==> config.mk <==
export PLATFORM = sky130hd
export DESIGN_NAME = cfg_index_port
export DESIGN_NICKNAME = d
export VERILOG_FILES = /design/src/rtl/cfg_port_pkg.sv /design/src/rtl/cfg_regfile.sv /design/src/rtl/cfg_shadow_bank.sv /design/src/rtl/cfg_sysctl_latch.sv /design/src/rtl/cfg_readmux.sv /design/src/rtl/cfg_index_port.sv
export SDC_FILE = /design/constraint.sdc
export NUM_CORES = 1
export LEC_CHECK = 0
export CORE_MARGIN = 10
export CORE_UTILIZATION = 62
export CTS_CLUSTER_DIAMETER = 120
export CTS_CLUSTER_SIZE = 16
export DETAILED_ROUTE_END_ITERATION = 10
export DONT_BUFFER_PORTS = 1
export PLACE_DENSITY_LB_ADDON = 0.05
export SYNTH_ARGS = -nofsm -noshare
export SYNTH_HDL_FRONTEND = slang
export SYNTH_SLANG_ARGS = --single-unit
==> constraint.sdc <==
create_clock -name clk -period 3.5 [get_ports clk]
set_input_delay 0.7 -clock clk [delete_from_list [all_inputs] [get_ports clk]]
set_output_delay 0.7 -clock clk [all_outputs]
set_load 0.02 [all_outputs]
==> src/rtl/cfg_port_pkg.sv <==
package cfg_port_pkg;
    localparam int DW = 8;

    localparam logic [7:0] IX_DMAWAIT = 8'h01;
    localparam logic [7:0] IX_VERSION = 8'h40;
    localparam logic [7:0] IX_CLOCK   = 8'h41;
    localparam logic [7:0] IX_PERIPH  = 8'h42;
    localparam logic [7:0] IX_STATUS  = 8'h43;
    localparam logic [7:0] IX_POWER   = 8'h44;
    localparam logic [7:0] IX_DRAM    = 8'h45;
    localparam logic [7:0] IX_BOUND   = 8'h46;
    localparam logic [7:0] IX_PAGING  = 8'h47;
    localparam logic [7:0] IX_ROMEN   = 8'h48;
    localparam logic [7:0] IX_WPROT   = 8'h49;
    localparam logic [7:0] IX_SHADOW0 = 8'h4A;

    localparam logic [7:0] RV_DMAWAIT = 8'h00;
    localparam logic [7:0] RV_VERSION = 8'h0A;
    localparam logic [7:0] RV_CLOCK   = 8'h02;
    localparam logic [7:0] RV_PERIPH  = 8'h80;
    localparam logic [7:0] RV_STATUS  = 8'h37;
    localparam logic [7:0] RV_POWER   = 8'h00;
    localparam logic [7:0] RV_DRAM    = 8'h02;
    localparam logic [7:0] RV_BOUND   = 8'h00;
    localparam logic [7:0] RV_PAGING  = 8'h00;
    localparam logic [7:0] RV_ROMEN   = 8'hC0;
    localparam logic [7:0] RV_WPROT   = 8'h00;
    localparam logic [7:0] RV_SHADOW  = 8'h00;
    localparam logic [7:0] RV_UNUSED  = 8'hFF;

    localparam logic [7:0] POWER_KEEP = 8'h40;
    localparam int         STATUS_LIVE_BIT = 6;
    localparam int         LATCH_A20_BIT   = 1;
    localparam int         LATCH_RST_BIT   = 0;

    typedef struct packed {
        logic [DW-1:0] clock;
        logic [DW-1:0] periph;
        logic [DW-1:0] paging;
        logic [DW-1:0] power;
        logic [DW-1:0] dram;
        logic [DW-1:0] bound;
        logic [DW-1:0] romen;
        logic [DW-1:0] wprot;
    } core_regs_t;

    typedef struct packed {
        logic [DW-1:0] index;
        core_regs_t    core;
        logic          stb;
    } regfile_state_t;

    typedef struct packed {
        logic [DW-1:0] latch;
        logic          pulse;
    } sysctl_state_t;

    localparam core_regs_t CORE_RESET = '{
        clock:  RV_CLOCK,
        periph: RV_PERIPH,
        paging: RV_PAGING,
        power:  RV_POWER,
        dram:   RV_DRAM,
        bound:  RV_BOUND,
        romen:  RV_ROMEN,
        wprot:  RV_WPROT
    };
endpackage

==> src/rtl/cfg_regfile.sv <==
module cfg_regfile
    import cfg_port_pkg::*;
(
    input  logic          clk,
    input  logic          rst_n,
    input  logic          idx_wr,
    input  logic          dat_wr,
    input  logic [DW-1:0] wdata,
    output logic [DW-1:0] index_q,
    output core_regs_t    core_q,
    output logic          remap_stb
);
    regfile_state_t st_d, st_q;

    always_comb begin
        st_d     = st_q;
        st_d.stb = 1'b0;
        if (idx_wr) begin
            st_d.index = wdata;
        end
        if (dat_wr) begin
            case (st_q.index)
                IX_CLOCK:  st_d.core.clock  = wdata;
                IX_PERIPH: st_d.core.periph = wdata;
                IX_PAGING: st_d.core.paging = wdata;
                IX_POWER:  st_d.core.power  = wdata & POWER_KEEP;
                IX_DRAM: begin
                    st_d.core.dram = wdata;
                    st_d.stb       = 1'b1;
                end
                IX_BOUND: begin
                    st_d.core.bound = wdata;
                    st_d.stb        = 1'b1;
                end
                IX_ROMEN:  st_d.core.romen  = wdata;
                IX_WPROT:  st_d.core.wprot  = wdata;
                default: ;
            endcase
        end
    end

    always_ff @(posedge clk or negedge rst_n) begin
        if (!rst_n) begin
            st_q <= '{index: '0, core: CORE_RESET, stb: 1'b0};
        end else begin
            st_q <= st_d;
        end
    end

    assign index_q   = st_q.index;
    assign core_q    = st_q.core;
    assign remap_stb = st_q.stb;
endmodule

==> src/rtl/cfg_shadow_bank.sv <==
module cfg_shadow_bank
    import cfg_port_pkg::*;
#(
    parameter int NUM_SHADOW = 3
) (
    input  logic                     clk,
    input  logic                     rst_n,
    input  logic                     dat_wr,
    input  logic [DW-1:0]            index,
    input  logic [DW-1:0]            wdata,
    output logic [NUM_SHADOW*DW-1:0] shadow_q
);
    for (genvar g = 0; g < NUM_SHADOW; g++) begin : g_slot
        localparam logic [DW-1:0] MY_IX = IX_SHADOW0 + DW'(g);
        logic [DW-1:0] sh_d, sh_q;

        always_comb begin
            sh_d = sh_q;
            if (dat_wr && (index == MY_IX)) begin
                sh_d = wdata;
            end
        end

        always_ff @(posedge clk or negedge rst_n) begin
            if (!rst_n) begin
                sh_q <= RV_SHADOW;
            end else begin
                sh_q <= sh_d;
            end
        end

        assign shadow_q[g*DW +: DW] = sh_q;
    end
endmodule

==> src/rtl/cfg_sysctl_latch.sv <==
module cfg_sysctl_latch
    import cfg_port_pkg::*;
(
    input  logic          clk,
    input  logic          rst_n,
    input  logic          wr,
    input  logic [DW-1:0] wdata,
    output logic [DW-1:0] latch_q,
    output logic          a20,
    output logic          soft_reset
);
    sysctl_state_t st_d, st_q;

    always_comb begin
        st_d       = st_q;
        st_d.pulse = 1'b0;
        if (wr) begin
            st_d.latch = wdata;
            st_d.pulse = wdata[LATCH_RST_BIT] & ~st_q.latch[LATCH_RST_BIT];
        end
    end

    always_ff @(posedge clk or negedge rst_n) begin
        if (!rst_n) begin
            st_q <= '{latch: '0, pulse: 1'b0};
        end else begin
            st_q <= st_d;
        end
    end

    assign latch_q    = st_q.latch;
    assign a20        = st_q.latch[LATCH_A20_BIT];
    assign soft_reset = st_q.pulse;
endmodule

==> src/rtl/cfg_readmux.sv <==
module cfg_readmux
    import cfg_port_pkg::*;
#(
    parameter int            NUM_SHADOW  = 3,
    parameter int            AW          = 16,
    parameter logic [AW-1:0] DATA_PORT   = 16'h0023,
    parameter logic [AW-1:0] SYSCTL_PORT = 16'h0092
) (
    input  logic [AW-1:0]            addr,
    input  logic [DW-1:0]            index,
    input  core_regs_t               core,
    input  logic [NUM_SHADOW*DW-1:0] shadow,
    input  logic [DW-1:0]            latch,
    output logic [DW-1:0]            rdata
);
    logic [DW-1:0] slot_val;

    always_comb begin
        slot_val = RV_UNUSED;
        case (index)
            IX_DMAWAIT: slot_val = RV_DMAWAIT;
            IX_VERSION: slot_val = RV_VERSION;
            IX_CLOCK:   slot_val = core.clock;
            IX_PERIPH:  slot_val = core.periph;
            IX_STATUS: begin
                slot_val = RV_STATUS;
                slot_val[STATUS_LIVE_BIT] = latch[LATCH_A20_BIT];
            end
            IX_POWER:   slot_val = core.power;
            IX_DRAM:    slot_val = core.dram;
            IX_BOUND:   slot_val = core.bound;
            IX_PAGING:  slot_val = core.paging;
            IX_ROMEN:   slot_val = core.romen;
            IX_WPROT:   slot_val = core.wprot;
            default: begin
                for (int k = 0; k < NUM_SHADOW; k++) begin
                    if (index == IX_SHADOW0 + DW'(k)) begin
                        slot_val = shadow[k*DW +: DW];
                    end
                end
            end
        endcase
    end

    always_comb begin
        if (addr == DATA_PORT) begin
            rdata = slot_val;
        end else if (addr == SYSCTL_PORT) begin
            rdata = latch;
        end else begin
            rdata = RV_UNUSED;
        end
    end
endmodule

==> src/rtl/cfg_index_port.sv <==
module cfg_index_port
    import cfg_port_pkg::*;
#(
    parameter int            NUM_SHADOW  = 3,
    parameter int            AW          = 16,
    parameter logic [AW-1:0] INDEX_PORT  = 16'h0022,
    parameter logic [AW-1:0] DATA_PORT   = 16'h0023,
    parameter logic [AW-1:0] SYSCTL_PORT = 16'h0092
) (
    input  logic                     clk,
    input  logic                     rst_n,
    input  logic                     io_wr,
    input  logic [AW-1:0]            io_addr,
    input  logic [7:0]               io_wdata,
    output logic [7:0]               io_rdata,
    output logic [7:0]               cfg_clock,
    output logic [7:0]               cfg_periph,
    output logic [7:0]               cfg_paging,
    output logic [7:0]               cfg_power,
    output logic [7:0]               cfg_dram,
    output logic [7:0]               cfg_bound,
    output logic [7:0]               cfg_romen,
    output logic [7:0]               cfg_wprot,
    output logic [NUM_SHADOW*8-1:0]  cfg_shadow,
    output logic                     a20_alt,
    output logic                     cpu_soft_reset,
    output logic                     remap_stb
);
    logic          idx_wr, dat_wr, sys_wr;
    logic [DW-1:0] index_q;
    logic [DW-1:0] latch_q;
    core_regs_t    core_q;

    assign idx_wr = io_wr && (io_addr == INDEX_PORT);
    assign dat_wr = io_wr && (io_addr == DATA_PORT);
    assign sys_wr = io_wr && (io_addr == SYSCTL_PORT);

    cfg_regfile u_regs (
        .clk       (clk),
        .rst_n     (rst_n),
        .idx_wr    (idx_wr),
        .dat_wr    (dat_wr),
        .wdata     (io_wdata),
        .index_q   (index_q),
        .core_q    (core_q),
        .remap_stb (remap_stb)
    );

    cfg_shadow_bank #(.NUM_SHADOW(NUM_SHADOW)) u_shadow (
        .clk      (clk),
        .rst_n    (rst_n),
        .dat_wr   (dat_wr),
        .index    (index_q),
        .wdata    (io_wdata),
        .shadow_q (cfg_shadow)
    );

    cfg_sysctl_latch u_sysctl (
        .clk        (clk),
        .rst_n      (rst_n),
        .wr         (sys_wr),
        .wdata      (io_wdata),
        .latch_q    (latch_q),
        .a20        (a20_alt),
        .soft_reset (cpu_soft_reset)
    );

    cfg_readmux #(
        .NUM_SHADOW  (NUM_SHADOW),
        .AW          (AW),
        .DATA_PORT   (DATA_PORT),
        .SYSCTL_PORT (SYSCTL_PORT)
    ) u_rmux (
        .addr   (io_addr),
        .index  (index_q),
        .core   (core_q),
        .shadow (cfg_shadow),
        .latch  (latch_q),
        .rdata  (io_rdata)
    );

    assign cfg_clock  = core_q.clock;
    assign cfg_periph = core_q.periph;
    assign cfg_paging = core_q.paging;
    assign cfg_power  = core_q.power;
    assign cfg_dram   = core_q.dram;
    assign cfg_bound  = core_q.bound;
    assign cfg_romen  = core_q.romen;
    assign cfg_wprot  = core_q.wprot;
endmodule

==> impl_metrics.tcl <==
set metrics [dict create \
    hold_class "input port to async pin" \
    cts_made_buffers 9 \
    die_h_um 109.9 \
    ys_types 51 \
    remaining_drc_errors 0 \
    nNetsFinal 431 \
    synth_top_area_share_pct 46.95 \
    drtIter0Drc 262 \
    path_class "flop to output port" \
    dp_hpwl_um 10470 \
    synth_commonest_cells "94 x dfrtp_1, 82 x mux2_2, 20 x clkbuf_1, 18 x nand2_1, 16 x mux2_4" \
    slowest_stage "o2111ai_2" \
    ctsHoldBuffers 0 \
    vias_per_cell 6.816 \
    synth_edf_count 0 \
    leakage_nw 2.508 \
    drtPass1Iterations 5 \
    synth_area_mm2 0.005010 \
    synth_most_common_cell "dfrtp_1" \
    synth.area.top_cells "dfrtp_1 47%, mux2_2 18%, mux2_4 4.8%, dfstp_2 2.6%, mux2i_1 2.0%" \
    setup_tns_ps 0 \
    critPathArrivalTime_ps 2540 \
    rsz0062_at_grt "no" \
    r2r_end "u_regs.core_q[20]" \
    cts.sinks 99 \
    portBuffers 0 \
    io_pins 126 \
    power.net_switching_mw 0.3978 \
    cts-root-buf "clkbuf_8" \
    swShare_pct 20.21 \
    cpMostUsedCell "buf_4" \
    clk_latency_ps 370 \
    placed_cells 495 \
    synth_seq_area_share_pct 49.58 \
    cts_buffer_depth 2 \
    clock_skew_ps 9.558 \
    crit_fanout 25 \
    critical_path.max_stage_delay_ps 430 \
    antennaDiodeCount 0 \
    period_share_pct 92.48 \
    postSynth.asyncResetShare_pct 100.0 \
    ys.flop_type "dfrtp_1" \
    relSlewSlack_pct 46.82 \
    ir_worst_vdd_mv 0.2246 \
    syn_area_per_cell_um2 12.40 \
    groute.usage.overall_pct 23.76 \
    dieWidth_um 109.9 \
    required_ps 2800 \
    coreArea_mm2 0.007807 \
    ant_nets 0 \
    tightest_slew_ps 793.4 \
    start_kind "flop" \
    cts_tree "yes" \
    layout_min_cycle_time_ps 3237 \
    cellPowerDensity_mw_per_mm2 369.5 \
    synthToLayoutAreaGrowth_pct 6.344 \
    grt_pass1_vias 3515 \
    netlist_instances 404 \
    max_freq_mhz 308.9 \
    initial_core_util_pct 64.17 \
    path_cells "buf_4 > nor2b_1 > nor2_1 > o2111ai_2 > o22ai_1 > a31oi_1 > buf_4" \
    drive_above_1_share_pct 36.92 \
    cts.clk_slew.worst_paths_ps 90 \
    grt_pass1_wl_um 21440 \
    gp_congestion 0.9387 \
    reg2reg_depth 4 \
    synth_warnings 0 \
    synth_area_leader_cell "dfrtp_1" \
    p_seq_share_pct 58.1 \
    finalSetupViolations 0 \
    die-area_mm2 0.01208 \
    status "finished, final reports clean" \
    wl_per_cell_um 28.08 \
    overflow 0 \
    finalMaxSlewViolations 0 \
    pwr-share-clk_pct 41.2 \
    finalPower_mw 1.968 \
    row_count 32 \
    antenna_found_initial 0 \
    ff2ff_setup_slack_ps 950 \
    cap_violations 0 \
    cts.htree.levels 3 \
    end_kind "output port" \
    p_int_mw 1.571 \
    fin_cells 511 \
    routed_wl_um 14350 \
    synth_seq_cells 99 \
    p_comb_share_pct 0.7 \
    r2r_start "u_regs.index_q[7]" \
    hold_viol 0 \
    grt_max_degree 100 \
    dr_total_vias 3483 \
]
sequential cells by signal (all words and copies together), names as in the netlist:
name,flops
u_sysctl.soft_reset,1
u_shadow.g_slot.sh_q,24
u_regs.index_q,8
u_regs.core_q,57
u_sysctl.latch_q,8
u_regs.remap_stb,1
per-stage QoR:
step / setup WS [ps] / area, µm² / hold slack (ps) / utilization (%)
after CTS: 125.3 / 5321 / 13.07 / 68.16
after global placement: 566.6 / 5101 / 408.2 / 65.34
after global routing: 65.79 / 5328 / 0.1405 / 68.24
after detailed placement: 483.4 / 5101 / 407.5 / 65.34
after floorplan: 693.5 / 5032 / 404.4 / -
final: 263.2 / 5328 / 18.81 / 68.24
area by class of cell:
type	count	area, µm²
flip-flops and latches	99	2484
well taps	102	127.6
fillers	597	2480
inverters	4	15.01
clock inverters	4	75.07
repair buffers	16	120.1
clock buffers	12	145.1
multi-input cells	274	2361
how the worst max path moves through the flow:
stage / start / end / slack, ps / depth (start not counted)
2_1_floorplan: u_regs.index_q[1] / io_rdata[7] / 690 / 6
3_3_place_gp: io_addr[10] / io_rdata[3] / 570 / 6
3_5_place_dp: io_addr[14] / io_rdata[3] / 480 / 6
4_1_cts: u_regs.index_q[0] / io_rdata[3] / 130 / 7
5_1_grt: u_regs.index_q[7] / io_rdata[5] / 70 / 6
6_report: u_regs.index_q[0] / io_rdata[3] / 260 / 7
power by group through the flow:
| stage | Sequential (mW) | Combinational (mW) | Clock, mW |
|---|---|---|---|
| floorplan | 1.17 | 0.0275 | 0 |
| global placement | 1.17 | 0.0130 | 0 |
| detailed placement | 1.17 | 0.0132 | 0 |
| CTS | 1.14 | 0.0132 | 0.821 |
| global route | 1.14 | 0.0152 | 0.865 |
| finish | 1.14 | 0.0139 | 0.811 |
layout by cell type (no fill, tap or decap), types with 3 or more instances in the layout:
cell type / synthesis / routed
a211oi_1: 4 / 4
a21o_1: 4 / 4
a21oi_1: 13 / 13
a221oi_1: 6 / 6
a22o_1: 3 / 3
a22oi_1: 9 / 9
a31oi_1: 6 / 6
and2_1: 3 / 3
and3_1: 5 / 5
buf_4: 8 / 16
clkbuf_8: 0 / 10
conb_1: 1 / 7
dfrtp_1: 94 / 94
dfstp_2: 5 / 5
inv_1: 4 / 4
mux2_2: 82 / 82
mux2_4: 16 / 16
mux2i_1: 10 / 10
nand2_1: 18 / 18
nand2b_1: 3 / 3
nand3_1: 6 / 6
nand4_1: 6 / 6
nor2_1: 10 / 10
nor2b_1: 6 / 6
nor3_2: 7 / 7
nor3b_1: 3 / 3
o21ai_0: 11 / 11
o22ai_1: 8 / 8
worst max-delay path, delay by kind of cell, from the launching register on:
| family | cells | cell delay (ps) |
|---|---|---|
| compound gates | 3 | 840 |
| simple gates | 2 | 340 |
| buf+inv | 2 | 560 |
| flops | 1 | 420 |
cell families after synthesis:
family | share of synthesized area, %
AND/OR/NAND/NOR | 10.96
flip-flops | 49.58
other | 0.07485
multiplexers | 25.22
buffers and inverters | 3.871
AO/OA/AOI/OAI | 10.29
timing repair:
action	in CTS	in global routing
gates resized for setup	0	1
endpoints found under the setup margin	0	6
setup buffers	0	0
hold endpoints to repair	0	0
layer usage:
| layer | track usage, % | wire [µm] |
|---|---|---|
| met2 | 34.89 | 6479 |
| met3 | 10.53 | 1909 |
| met5 | 0 | 0 |
| met1 | 30.65 | 5651 |
| met4 | 7.993 | 307 |
(Power assumes the default switching activity.)
